--- config.mk ---
export PLATFORM = sky130hd
export DESIGN_NAME = icsr_ctrl
export DESIGN_NICKNAME = d
export VERILOG_FILES = /design/src/rtl/icsr_pkg.sv /design/src/rtl/icsr_status.sv /design/src/rtl/icsr_wr_decode.sv /design/src/rtl/icsr_trig_check.sv /design/src/rtl/icsr_ctrl.sv
export SDC_FILE = /design/constraint.sdc
export NUM_CORES = 1
export LEC_CHECK = 0
export BUFFER_PORTS_ARGS = -buffer_cell sky130_fd_sc_hd__buf_4
export CAP_MARGIN = 25
export CORE_MARGIN = 10
export CORE_UTILIZATION = 35
export DETAILED_ROUTE_END_ITERATION = 6
export GPL_TIMING_DRIVEN = 1
export PLACE_DENSITY_LB_ADDON = 0.1
export REMOVE_ABC_BUFFERS = 1
export SLEW_MARGIN = 20
export SYNTH_ARGS = -nofsm -noshare
export SYNTH_HDL_FRONTEND = slang
export SYNTH_SLANG_ARGS = --single-unit
--- constraint.sdc ---
create_clock -name clk -period 0.9 [get_ports clk]
set_input_delay 0.045 -clock clk [delete_from_list [all_inputs] [get_ports clk]]
set_output_delay 0.045 -clock clk [all_outputs]
set_load 0.1 [all_outputs]
--- src/rtl/icsr_pkg.sv ---
package icsr_pkg;

    localparam int VEC_W  = 9;
    localparam int ADDR_W = 12;
    localparam int DATA_W = 32;

    localparam logic [ADDR_W-1:0] OFS_TYPE = 12'h004;
    localparam logic [ADDR_W-1:0] OFS_STAT = 12'hD04;
    localparam logic [ADDR_W-1:0] OFS_TRIG = 12'hF00;

    // bit positions of the status / control word
    localparam int B_PEND_LO  = 12;
    localparam int B_OTHERACT = 11;
    localparam int B_ANYPEND  = 22;
    localparam int B_NMI_SET  = 31;
    localparam int B_DSRV_SET = 28;
    localparam int B_DSRV_CLR = 27;
    localparam int B_TICK_SET = 26;
    localparam int B_TICK_CLR = 25;

    localparam int EXT_VEC_BASE = 16;

    typedef struct packed {
        logic nmi_set;
        logic dsrv_set;
        logic dsrv_clr;
        logic tick_set;
        logic tick_clr;
    } sys_strb_t;

    typedef struct packed {
        logic [DATA_W-1:0] rdata;
        sys_strb_t         sys;
        logic              trig;
        logic [VEC_W-1:0]  trig_id;
    } regs_t;

endpackage

--- src/rtl/icsr_status.sv ---
module icsr_status
    import icsr_pkg::*;
#(
    parameter int NUM_IRQ = 64
) (
    input  logic               act_valid_i,
    input  logic [VEC_W-1:0]   act_vec_i,
    input  logic               pend_valid_i,
    input  logic [VEC_W-1:0]   pend_vec_i,
    input  logic [NUM_IRQ-1:0] irq_pend_i,
    input  logic [NUM_IRQ-1:0] irq_act_i,
    input  logic               nmi_pend_i,
    input  logic               dsrv_pend_i,
    input  logic               tick_pend_i,
    output logic [DATA_W-1:0]  word_o
);

    logic [NUM_IRQ-1:0] other_act;

    // one comparator per external line: active and not the one in service
    for (genvar gi = 0; gi < NUM_IRQ; gi++) begin : g_other
        localparam logic [VEC_W-1:0] MY_VEC = VEC_W'(gi + EXT_VEC_BASE);
        assign other_act[gi] = irq_act_i[gi] && (!act_valid_i || (act_vec_i != MY_VEC));
    end

    always_comb begin
        word_o = '0;
        if (act_valid_i) begin
            word_o[VEC_W-1:0] = act_vec_i;
        end
        if (pend_valid_i) begin
            word_o[B_PEND_LO +: VEC_W] = pend_vec_i;
        end
        word_o[B_OTHERACT] = |other_act;
        word_o[B_ANYPEND]  = |irq_pend_i;
        word_o[B_NMI_SET]  = nmi_pend_i;
        word_o[B_DSRV_SET] = dsrv_pend_i;
        word_o[B_TICK_SET] = tick_pend_i;
    end

endmodule

--- src/rtl/icsr_wr_decode.sv ---
module icsr_wr_decode
    import icsr_pkg::*;
(
    input  logic      hit_i,
    input  logic      nmi_bit_i,
    input  logic      dsrv_set_bit_i,
    input  logic      dsrv_clr_bit_i,
    input  logic      tick_set_bit_i,
    input  logic      tick_clr_bit_i,
    output sys_strb_t strb_o
);

    always_comb begin
        strb_o          = '0;
        strb_o.nmi_set  = hit_i && nmi_bit_i;
        strb_o.dsrv_set = hit_i && dsrv_set_bit_i;
        strb_o.dsrv_clr = hit_i && dsrv_clr_bit_i && !dsrv_set_bit_i;
        strb_o.tick_set = hit_i && tick_set_bit_i;
        strb_o.tick_clr = hit_i && tick_clr_bit_i && !tick_set_bit_i;
    end

endmodule

--- src/rtl/icsr_trig_check.sv ---
module icsr_trig_check
    import icsr_pkg::*;
#(
    parameter int NUM_IRQ = 64
) (
    input  logic             hit_i,
    input  logic [VEC_W-1:0] id_i,
    output logic             fire_o,
    output logic [VEC_W-1:0] id_o
);

    logic in_range;

    assign in_range = int'(id_i) < NUM_IRQ;
    assign fire_o   = hit_i && in_range;
    assign id_o     = fire_o ? id_i : '0;

endmodule

--- src/rtl/icsr_ctrl.sv ---
module icsr_ctrl
    import icsr_pkg::*;
#(
    parameter int NUM_IRQ = 64
) (
    input  logic               clk,
    input  logic               rst_n,
    input  logic               wr_en_i,
    input  logic               rd_en_i,
    input  logic [11:0]        addr_i,
    input  logic [31:0]        wdata_i,
    output logic [31:0]        rdata_o,
    input  logic               act_valid_i,
    input  logic [8:0]         act_vec_i,
    input  logic               pend_valid_i,
    input  logic [8:0]         pend_vec_i,
    input  logic [NUM_IRQ-1:0] irq_pend_i,
    input  logic [NUM_IRQ-1:0] irq_act_i,
    input  logic               nmi_pend_i,
    input  logic               dsrv_pend_i,
    input  logic               tick_pend_i,
    output logic               nmi_set_o,
    output logic               dsrv_set_o,
    output logic               dsrv_clr_o,
    output logic               tick_set_o,
    output logic               tick_clr_o,
    output logic               ext_trig_o,
    output logic [8:0]         ext_trig_id_o
);

    localparam int BANKS = NUM_IRQ / 32;
    localparam logic [DATA_W-1:0] TYPE_VAL = DATA_W'(BANKS - 1);

    logic [DATA_W-1:0] stat_word;
    sys_strb_t         sys_strb;
    logic              trig_fire;
    logic [VEC_W-1:0]  trig_id;
    logic              stat_hit, trig_hit;
    logic              unused_wdata;
    regs_t             regs_d, regs_q;

    assign stat_hit     = wr_en_i && (addr_i == OFS_STAT);
    assign trig_hit     = wr_en_i && (addr_i == OFS_TRIG);
    assign unused_wdata = ^{wdata_i[30:29], wdata_i[24:9]};

    icsr_status #(.NUM_IRQ(NUM_IRQ)) i_status (
        .act_valid_i  (act_valid_i),
        .act_vec_i    (act_vec_i),
        .pend_valid_i (pend_valid_i),
        .pend_vec_i   (pend_vec_i),
        .irq_pend_i   (irq_pend_i),
        .irq_act_i    (irq_act_i),
        .nmi_pend_i   (nmi_pend_i),
        .dsrv_pend_i  (dsrv_pend_i),
        .tick_pend_i  (tick_pend_i),
        .word_o       (stat_word)
    );

    icsr_wr_decode i_decode (
        .hit_i          (stat_hit),
        .nmi_bit_i      (wdata_i[B_NMI_SET]),
        .dsrv_set_bit_i (wdata_i[B_DSRV_SET]),
        .dsrv_clr_bit_i (wdata_i[B_DSRV_CLR]),
        .tick_set_bit_i (wdata_i[B_TICK_SET]),
        .tick_clr_bit_i (wdata_i[B_TICK_CLR]),
        .strb_o         (sys_strb)
    );

    icsr_trig_check #(.NUM_IRQ(NUM_IRQ)) i_trig (
        .hit_i  (trig_hit),
        .id_i   (wdata_i[VEC_W-1:0]),
        .fire_o (trig_fire),
        .id_o   (trig_id)
    );

    always_comb begin
        regs_d         = regs_q;
        regs_d.sys     = sys_strb;
        regs_d.trig    = trig_fire;
        regs_d.trig_id = trig_id;
        if (rd_en_i) begin
            unique case (addr_i)
                OFS_TYPE: regs_d.rdata = TYPE_VAL;
                OFS_STAT: regs_d.rdata = stat_word;
                default:  regs_d.rdata = '0;
            endcase
        end
    end

    always_ff @(posedge clk or negedge rst_n) begin
        if (!rst_n) begin
            regs_q <= '0;
        end else begin
            regs_q <= regs_d;
        end
    end

    assign rdata_o       = regs_q.rdata;
    assign nmi_set_o     = regs_q.sys.nmi_set;
    assign dsrv_set_o    = regs_q.sys.dsrv_set;
    assign dsrv_clr_o    = regs_q.sys.dsrv_clr;
    assign tick_set_o    = regs_q.sys.tick_set;
    assign tick_clr_o    = regs_q.sys.tick_clr;
    assign ext_trig_o    = regs_q.trig;
    assign ext_trig_id_o = regs_q.trig_id;


    a_r6_nmi_set: assert property (@(posedge clk) disable iff (!rst_n)
        (wr_en_i && addr_i == OFS_STAT && wdata_i[31]) |=> nmi_set_o);


    a_r7_dsrv_set_wins: assert property (@(posedge clk) disable iff (!rst_n)
        (wr_en_i && addr_i == OFS_STAT && wdata_i[28]) |=> (dsrv_set_o && !dsrv_clr_o));

    a_r7_tick_set_wins: assert property (@(posedge clk) disable iff (!rst_n)
        (wr_en_i && addr_i == OFS_STAT && wdata_i[26]) |=> (tick_set_o && !tick_clr_o));


    a_r8_trig_bounded: assert property (@(posedge clk) disable iff (!rst_n)
        (wr_en_i && addr_i == OFS_TRIG && int'(wdata_i[8:0]) >= NUM_IRQ) |=> !ext_trig_o);


    a_r11_no_spurious: assert property (@(posedge clk) disable iff (!rst_n)
        !wr_en_i |=> !(nmi_set_o || dsrv_set_o || dsrv_clr_o || tick_set_o || tick_clr_o || ext_trig_o));


    a_r10_rdata_hold: assert property (@(posedge clk) disable iff (!rst_n)
        !rd_en_i |=> $stable(rdata_o));

endmodule

# Word-level counts from Yosys, hierarchy flattened
# Index checks and enable logic that the tools add are counted.
# op_classes
n_reduce_logical	143
n_mux	4
n_lt_le_gt_ge	1
n_eq_ne	67
# ops
op	n
9-bit by 6-bit != test with 1-bit output, second input constant	32
9-bit by 5-bit != test with 1-bit output, second input constant	16
9-bit by 7-bit != test with 1-bit output, second input constant	16
64-bit OR reduction	2
1-bit logical AND	74
1-bit logical OR	64
32-bit one-hot mux with 2 select lines	1
9-bit two-way mux	3
12-bit equality test, second input constant	2
12-bit by 3-bit equality test with 1-bit output, second input constant	1
9-bit by 7-bit < comparator with 1-bit output, second input constant	1
1-bit zero test	3
# totals
word_cells	223
regBits	47
inputBits	199

# Longest topological paths before layout
# Gate-level depths: netlist of run 1.
# depth
word_depth	5
ltp_mapped	9
mapped_depth_nobuf	6

# Cells and area by module
# Synthesis of run 1 repeated with hierarchy kept, for this count alone.
# hier_totals
hier_cells	377
hier_area_um2	3358.2
# modules_own_cells
mod	cells_each	instances	seq_area_each_um2	area_each_um2
icsr_ctrl	165	1	1176.1	1963.1
icsr_status	196	1	0.0	1267.5
icsr_trig_check	11	1	0.0	87.6
icsr_wr_decode	5	1	0.0	40.0

# Worst setup path after synthesis of run 1
# Ideal clock, no wire load.
# synth_timing
kind	input port to flip-flop
from	input port act_vec_i[5]
to	register regs_q[26] (netlist: rdata_o[11])
slack_ps	-1088
stages	6
setup_ps	129
arrival_ps	1859
cell_sequence	or4b_4 or4_4 a2111oi_4 nand4_1 nor4_2 a21oi_1
# synth_between
elab_chain_len	5
# synth_rtl
element	line	source
start: declaration	icsr_ctrl.sv:14	input logic [8:0] act_vec_i,
9-bit by 5-bit != test with 1-bit output, or another cell as far along	icsr_status.sv:23	assign other_act[gi] = irq_act_i[gi] && (!act_valid_i || (act_vec_i != MY_VEC));
1-bit logical OR	icsr_status.sv:23	
1-bit logical AND	icsr_status.sv:23	
64-bit OR reduction *	icsr_status.sv:34	word_o[B_OTHERACT] = |other_act;
32-bit one-hot mux with 2 select lines *	icsr_ctrl.sv:82	unique case (addr_i)
end signal: assignment	icsr_ctrl.sv:94	regs_q <= regs_d;
end: declaration	icsr_ctrl.sv:40	regs_t regs_d, regs_q;
# Every way passes the cells marked *; elsewhere a longest branch is shown, timed or not.
# A chain may end at the register's enable or synchronous reset.

# Worst setup path in the final report of run 1
# layout_timing
from	input port act_vec_i[6]
to	register regs_q[26] (netlist: rdata_o[11])
# The elaborated chain is that of the path after synthesis.

==> results of run 1 <==
[through the flow]
stage,utilization,cells
2_1_floorplan,-,293
6_report,0.799,729
4_1_cts,0.770,720
5_1_grt,0.799,728
3_5_place_dp,0.642,684
3_3_place_gp,0.642,684
[worst max-delay path: cells and delay by family]
kind / cells / cell delay, ns
AO/OA/AOI/OAI: 2 / 0.29
buffers and inverters: 4 / 0.56
AND/OR/NAND/NOR: 4 / 1.24
[timing repair]
item / 4_1_cts / 5_1_grt
gates cloned: 1 / 0
hold endpoints to repair: 56 / 2
hold buffers: 19 / 2
resized for setup: 176 / 43
setup buffers: 15 / 11
setup endpoints to repair: 73 / 73
pin swaps: 37 / 24
[state kept, by name (all words and copies together), names as in the netlist]
name and count:
rdata_o 23, ext_trig_id_o 9, dsrv_clr_o 1, dsrv_set_o 1
ext_trig_o 1, nmi_set_o 1, tick_clr_o 1, tick_set_o 1
[synthesized netlist by cell type, drive strengths merged, types with 4 or more instances]
master / number
nand3: 5
clkbuf: 10
buf: 20
or4b: 7
o31a: 7
or3: 5
nand4b: 5
and2: 6
o21ai: 33
nor4: 22
a21oi: 6
nor3: 6
dfrtp: 38
nand2: 25
or4bb: 4
or4: 5
or2: 4
o31ai: 16
and3: 7
nor2: 9
inv: 21
nand4: 10
[per-layer routing]
layer,track usage,up-vias
met2,0.479,242
met5,0,-
met4,0.118,0
li1,-,1793
met1,0.236,1813
met3,0.0839,52
[power by group through the flow]
stage	Clock (W)	Sequential [W]	Combinational [W]
global placement	0	0.00175	0.00146
floorplan	0	0.00183	0.000381
CTS	0.00124	0.00172	0.00161
finish	0.00129	0.00173	0.00170
detailed placement	0	0.00175	0.00148
global route	0.00136	0.00173	0.00180
[area by class of cell]
cell class                      count  area, um2
Fill cell                         489       1530
Multi-Input combinational cell    234       1770
Clock buffer                        6       82.6
Antenna cell                        1       2.50
Tap cell                          102        128
Timing Repair Buffer              325       3050
Inverter                           21       78.8
Sequential cell                    38        951
Clock inverter                      2       12.5
[worst paths after layout]
kind	startpoint	end	slack (ns)	depth (start not counted)
worst max-delay path	act_vec_i[6]	rdata_o[11]$_DFFE_PN0P_	-1.06	10
worst min-delay path	dsrv_pend_i	rdata_o[28]$_DFFE_PN0P_	0.0002	3
worst max register to register	rdata_o[11]$_DFFE_PN0P_	rdata_o[11]$_DFFE_PN0P_	-0.04	3
worst min register to register	rdata_o[19]$_DFFE_PN0P_	rdata_o[19]$_DFFE_PN0P_	0.56	2
max in group asynchronous	rst_n	rdata_o[6]$_DFFE_PN0P_	0.26	2
min in group asynchronous	rst_n	rdata_o[19]$_DFFE_PN0P_	0.28	2
[logic make-up (layout without fill, tap and decap cells)]
logic type	Yosys count	count (layout)	synth area share
AOI/OAI and AO/OA	81	81	0.208
buffers and inverters	51	354	0.0975
DFF	38	38	0.351
muxes	5	5	0.0194
other	1	13	0.00138
and+or+nand+nor	136	136	0.323
==> key figures, run 1 <==
STA
  • PnR worst setup slack: -1.06 ns
  • Actual slew at the worst max-slew pin: 0.483 ns
  • Hold Fails Final Rpt: 0
  • RSZ-0062 raised after global routing: true
  • Final setup fails: 73
  • Slew margin rel.: 0.673
  • Final period util: 2.18
  • Post-Route Setup TNS: -17.27 ns
  • Fin crit period: 1.96 ns
  • Min Hold Slack: 0.000163 ns
  • Max Slew Vio Count: 0
  • Max Fclk: 509 MHz
  • Skew final: 0 ns

Clock tree
  • Clock insertion delay at the later pin of the skew report: 0.30 ns
  • Clock sink total: 38
  • CTS buffer count: 5
  • Root Driver: clkbuf_8
  • CTS tree: done
  • Clock Tree Buf Depth: 2
  • H-tree Lvls: 2
  • CTS clk-pin slew, worst paths: 0.08 ns

Power
  • P_int: 0.00325 W
  • Overall power: 0.00472 W
  • Switching Fraction: 0.312
  • Leak: 2.77 nW
  • VDD IR max: 561 uV
  • Pwr/cell area: 776 nW/um2
  • Logic pwr share: 0.361
  • Sw Pwr: 0.00147 W
  • Seq pwr share: 0.366
  • Clock share of power: 0.273

Logic synthesis
  • Ys flop type: dfrtp_1
  • Cell taking the most area after synthesis: dfrtp_1
  • Mapped Avg Cell Area: 8.68 um2
  • Syn Inst Count: 312
  • Post-synth top area share: 0.351
  • Ys async rst share: 1.00
  • Mapped Area: 2710 um2
  • Ranking of synthesized cells by area: dfrtp_1, o21ai_0, nor4_1, o31ai_1, nand2_1
  • Count of different cell masters after synthesis: 62
  • Sequential area share after synthesis: 0.351
  • Seq cells post-synth: 38
  • Post-synth EDFFs: 0
  • Yosys Warn Count: 0

Die
  • Core ar.: 7610 um2
  • Ports: 246
  • Die H: 108 um
  • DIE AREA: 11700 um2
  • Row cnt: 32
  • Initial core utilization: 0.356
  • Die X: 108 um

Detailed routing
  • Total number of vias: 3900
  • Routed wire length on met3: 1380 um
  • WL/cell: 21.6 um
  • Drt first pass iters: 6
  • DRT met1 WL: 5110 um
  • Antenna Nets Post-Route: 0
  • Residual DRC: 0
  • Avg Vias per Cell: 5.35
  • Detailed Route WL: 15700 um
  • Top Layer Used: met4
  • Met2 Routed Length: 8580 um
  • 1st-iter DRT viols: 215

Critical path
  • Top cell by count, worst path: buf_4
  • CP endpoint kind: flop
  • Crit path launch type: input port
  • Crit Path Class: input port to flop
  • Cell Chain, Critical Path: buf_4 -> or4b_4 -> buf_6 -> buf_4 -> o31ai_2 -> buf_4 -> and4_1 -> nand4_1 -> nor4_4 -> a21oi_1
  • Slowest stage cell on the critical path: or4b_4
  • CP Data Required Time: 1.08 ns
  • CP max stage delay: 0.59 ns
  • Critical path arrival: 2.15 ns
  • Critical path fanouts, max: 5

Place
  • Post-DP HPWL: 11600 um
  • Placer Congestion: 0.906
  • Place WS: -1.47 ns
  • Post-DP Area: 4890 um2
  • Port bufs: 218

GRT
  • Initial antenna violation count: 0
  • Wire length of the first global-routing pass: 23000 um
  • Largest net degree at the start of global routing: 39
  • Grt ovf: 0
  • GRT Total Usage: 0.252
  • Via count of the first global-routing pass: 4550

Layout
  • Final net count: 824
  • Post-synthesis to final-layout area growth: 124%
  • Commonest non-fill, non-tap cell in the layout: buf_4
  • Final Cell Area: 6080 um2
  • Layout cells sized above 1: 0.604
  • Commonest non-fill, non-tap cells in the layout: buf_4, dfrtp_1, buf_12

Outcome
  • Outcome: finished with violations
  • Failing checks: negative setup slack

Worst hold path
  • Hold Path Class: input port to flop

Run
  • MaxCap Viol Count: 0
No activity file was read; power rests on OpenSTA's default activity.
==> run 2: changes to the inputs <==
--- a/config.mk
+++ b/config.mk
@@ -11,7 +11,7 @@
 export CORE_UTILIZATION = 35
 export DETAILED_ROUTE_END_ITERATION = 6
 export GPL_TIMING_DRIVEN = 1
-export PLACE_DENSITY_LB_ADDON = 0.1
+export PLACE_DENSITY = 0.76
 export REMOVE_ABC_BUFFERS = 1
 export SLEW_MARGIN = 20
 export SYNTH_ARGS = -nofsm -noshare
==> key figures, run 2 (synthesis gave the netlist of run 1 again) <==
Critical path
  • Slowest stage cell on the critical path: or4b_4
  • Critical path origin: act_vec_i[8]
  • Crit path launch type: input port
  • CP max stage delay: 0.58 ns
  • Reg2reg setup slack: -0.07 ns
  • Cell Chain, Critical Path: buf_8 -> or4b_4 -> buf_6 -> o31a_2 -> a2111oi_4 -> nand4_1 -> nor4_2 -> a21oi_1
  • CP endpoint kind: flop
  • CP Data Required Time: 1.08 ns
  • Crit Path Class: input port to flop
  • Worst reg-to-reg path cell count: 3
  • Worst r2r src: rdata_o[11]$_DFFE_PN0P_
  • Worst flop-to-flop path endpoint: rdata_o[11]$_DFFE_PN0P_
  • Critical Path End: rdata_o[11]$_DFFE_PN0P_
  • Critical path fanouts, max: 6
  • Critical path arrival: 2.21 ns

Power
  • Pwr/cell area: 855 nW/um2
  • Leak: 2.79 nW
  • VDD IR max: 633 uV
  • Overall power: 0.00528 W

STA
  • Skew final: 0 ns
  • Max Slew Vio Count: 0
  • Final period util: 2.26
  • RSZ-0062 raised after global routing: true
  • Post-Route Setup TNS: -18.64 ns
  • Max Fclk: 492 MHz
  • Fin crit period: 2.03 ns
  • Min Hold Slack: 0.0115 ns
  • Final setup fails: 73
  • PnR worst setup slack: -1.13 ns
  • Hold Fails Final Rpt: 0

GRT
  • Grt ovf: 0
  • GRT Total Usage: 0.253
  • Initial antenna violation count: 2
  • Largest net degree at the start of global routing: 39
  • Wire length of the first global-routing pass: 23100 um
  • Via count of the first global-routing pass: 4434

Detailed routing
  • Drt first pass iters: 5
  • Avg Vias per Cell: 5.56
  • 1st-iter DRT viols: 273
  • Detailed Route WL: 16400 um
  • Total number of vias: 4035
  • Antenna Nets Post-Route: 0
  • WL/cell: 22.7 um
  • Residual DRC: 0

Layout
  • Final net count: 820
  • Max FFs per register: 23
  • Commonest non-fill, non-tap cell in the layout: buf_4
  • Post-synthesis to final-layout area growth: 128%
  • Commonest non-fill, non-tap cells in the layout: buf_4, dfrtp_1, buf_12
  • Layout cells sized above 1: 0.621
  • Cell Count, Final, Fillers Out: 726

Outcome
  • Outcome: finished with violations
  • Failing checks: negative setup slack

Place
  • Post-DP HPWL: 11500 um
  • Place WS: -1.42 ns
  • Placer Congestion: 0.948
  • Placed cell count: 676
  • Port bufs: 218

Clock tree
  • Clock insertion delay at the later pin of the skew report: 0.30 ns
  • Clock Tree Buf Depth: 2
  • CTS clk-pin slew, worst paths: 0.08 ns
  • Clock sink total: 38
  • CTS buffer count: 5
  • CTS tree: done
  • Root Driver: clkbuf_8
  • H-tree Lvls: 2

Die
  • Row cnt: 32
  • Ports: 246
  • Initial core utilization: 0.356
  • Die H: 108 um
  • DIE AREA: 11700 um2
  • Die X: 108 um
  • Core ar.: 7610 um2

Worst hold path
  • Hold path cells: 2
  • Hold Path Class: input port to flop

Run
  • MaxCap Viol Count: 0
## run 2: cell types whose count changed in the layout (fill, tap and decap cells not counted), moves of 3 or more
cell and change:
nor4_1 -3, buf_6 -3, o31ai_2 +4, buf_12 -3
o31ai_1 -7, o31ai_4 +3
## run 2: worst max-delay path: cells and delay by family
family	cells	cell delay [ns]
compound gates	3	0.86
buf+inv	2	0.26
simple gates	3	1.05
## run 2: where the power goes
group	total (W)	leakage (nW)	switching [W]	internal [W]
clock network	0.00184	0.0714	0.000659	0.00118
registers	0.00173	0.523	0.0000100	0.00172
logic	0.00172	2.20	0.000820	0.000896
total	0.00528	2.79	0.00149	0.00379
## run 2: what timing repair did
| action | in CTS | in global routing |
|---|---|---|
| hold endpoints to repair | 59 | 1 |
| setup endpoints to repair | 73 | 73 |
| pin swaps | 46 | 20 |
| gates resized for setup | 179 | 54 |
| cloned | 2 | 0 |
| hold buffers | 22 | 1 |
| buffers inserted | 7 | 12 |
## run 2: per-layer routing
layer	vias up	global-route usage	routed length, um
met2	287	0.470	8580
met1	1888	0.241	5180
met5	-	0	0
met3	74	0.0809	1600
met4	0	0.134	1080
li1	1786	-	-
## run 2: how the worst min path moves through the flow
stage | start | endpoint | slack, ns
after floorplan | rst_n | dsrv_clr_o$_DFF_PN0_ | -0.25
after global placement | rst_n | ext_trig_id_o[7]$_DFF_PN0_ | 0.04
after detailed placement | rst_n | rdata_o[16]$_DFFE_PN0P_ | 0.04
after CTS | dsrv_pend_i | rdata_o[28]$_DFFE_PN0P_ | 0.002
after global routing | wr_en_i | tick_clr_o$_DFF_PN0_ | 0.02
final | wdata_i[27] | dsrv_clr_o$_DFF_PN0_ | 0.01
## run 2: metrics by stage
stage	utilization	area, um2
finish	0.813	6180
global route	0.813	6180
CTS	0.774	5890
detailed placement	0.631	4800
global placement	0.631	4800
floorplan	-	2560
## run 2: cell type report
| class | count | area, um2 |
|---|---|---|
| timing repair buffer | 321 | 2990 |
| multi-input combinational | 234 | 1890 |
| fill | 447 | 1430 |
| sequential | 38 | 951 |
| tap | 102 | 128 |
| clock buffer | 6 | 82.6 |
| inverter | 21 | 78.8 |
| clock inverter | 2 | 60.1 |
| antenna | 2 | 5.00 |
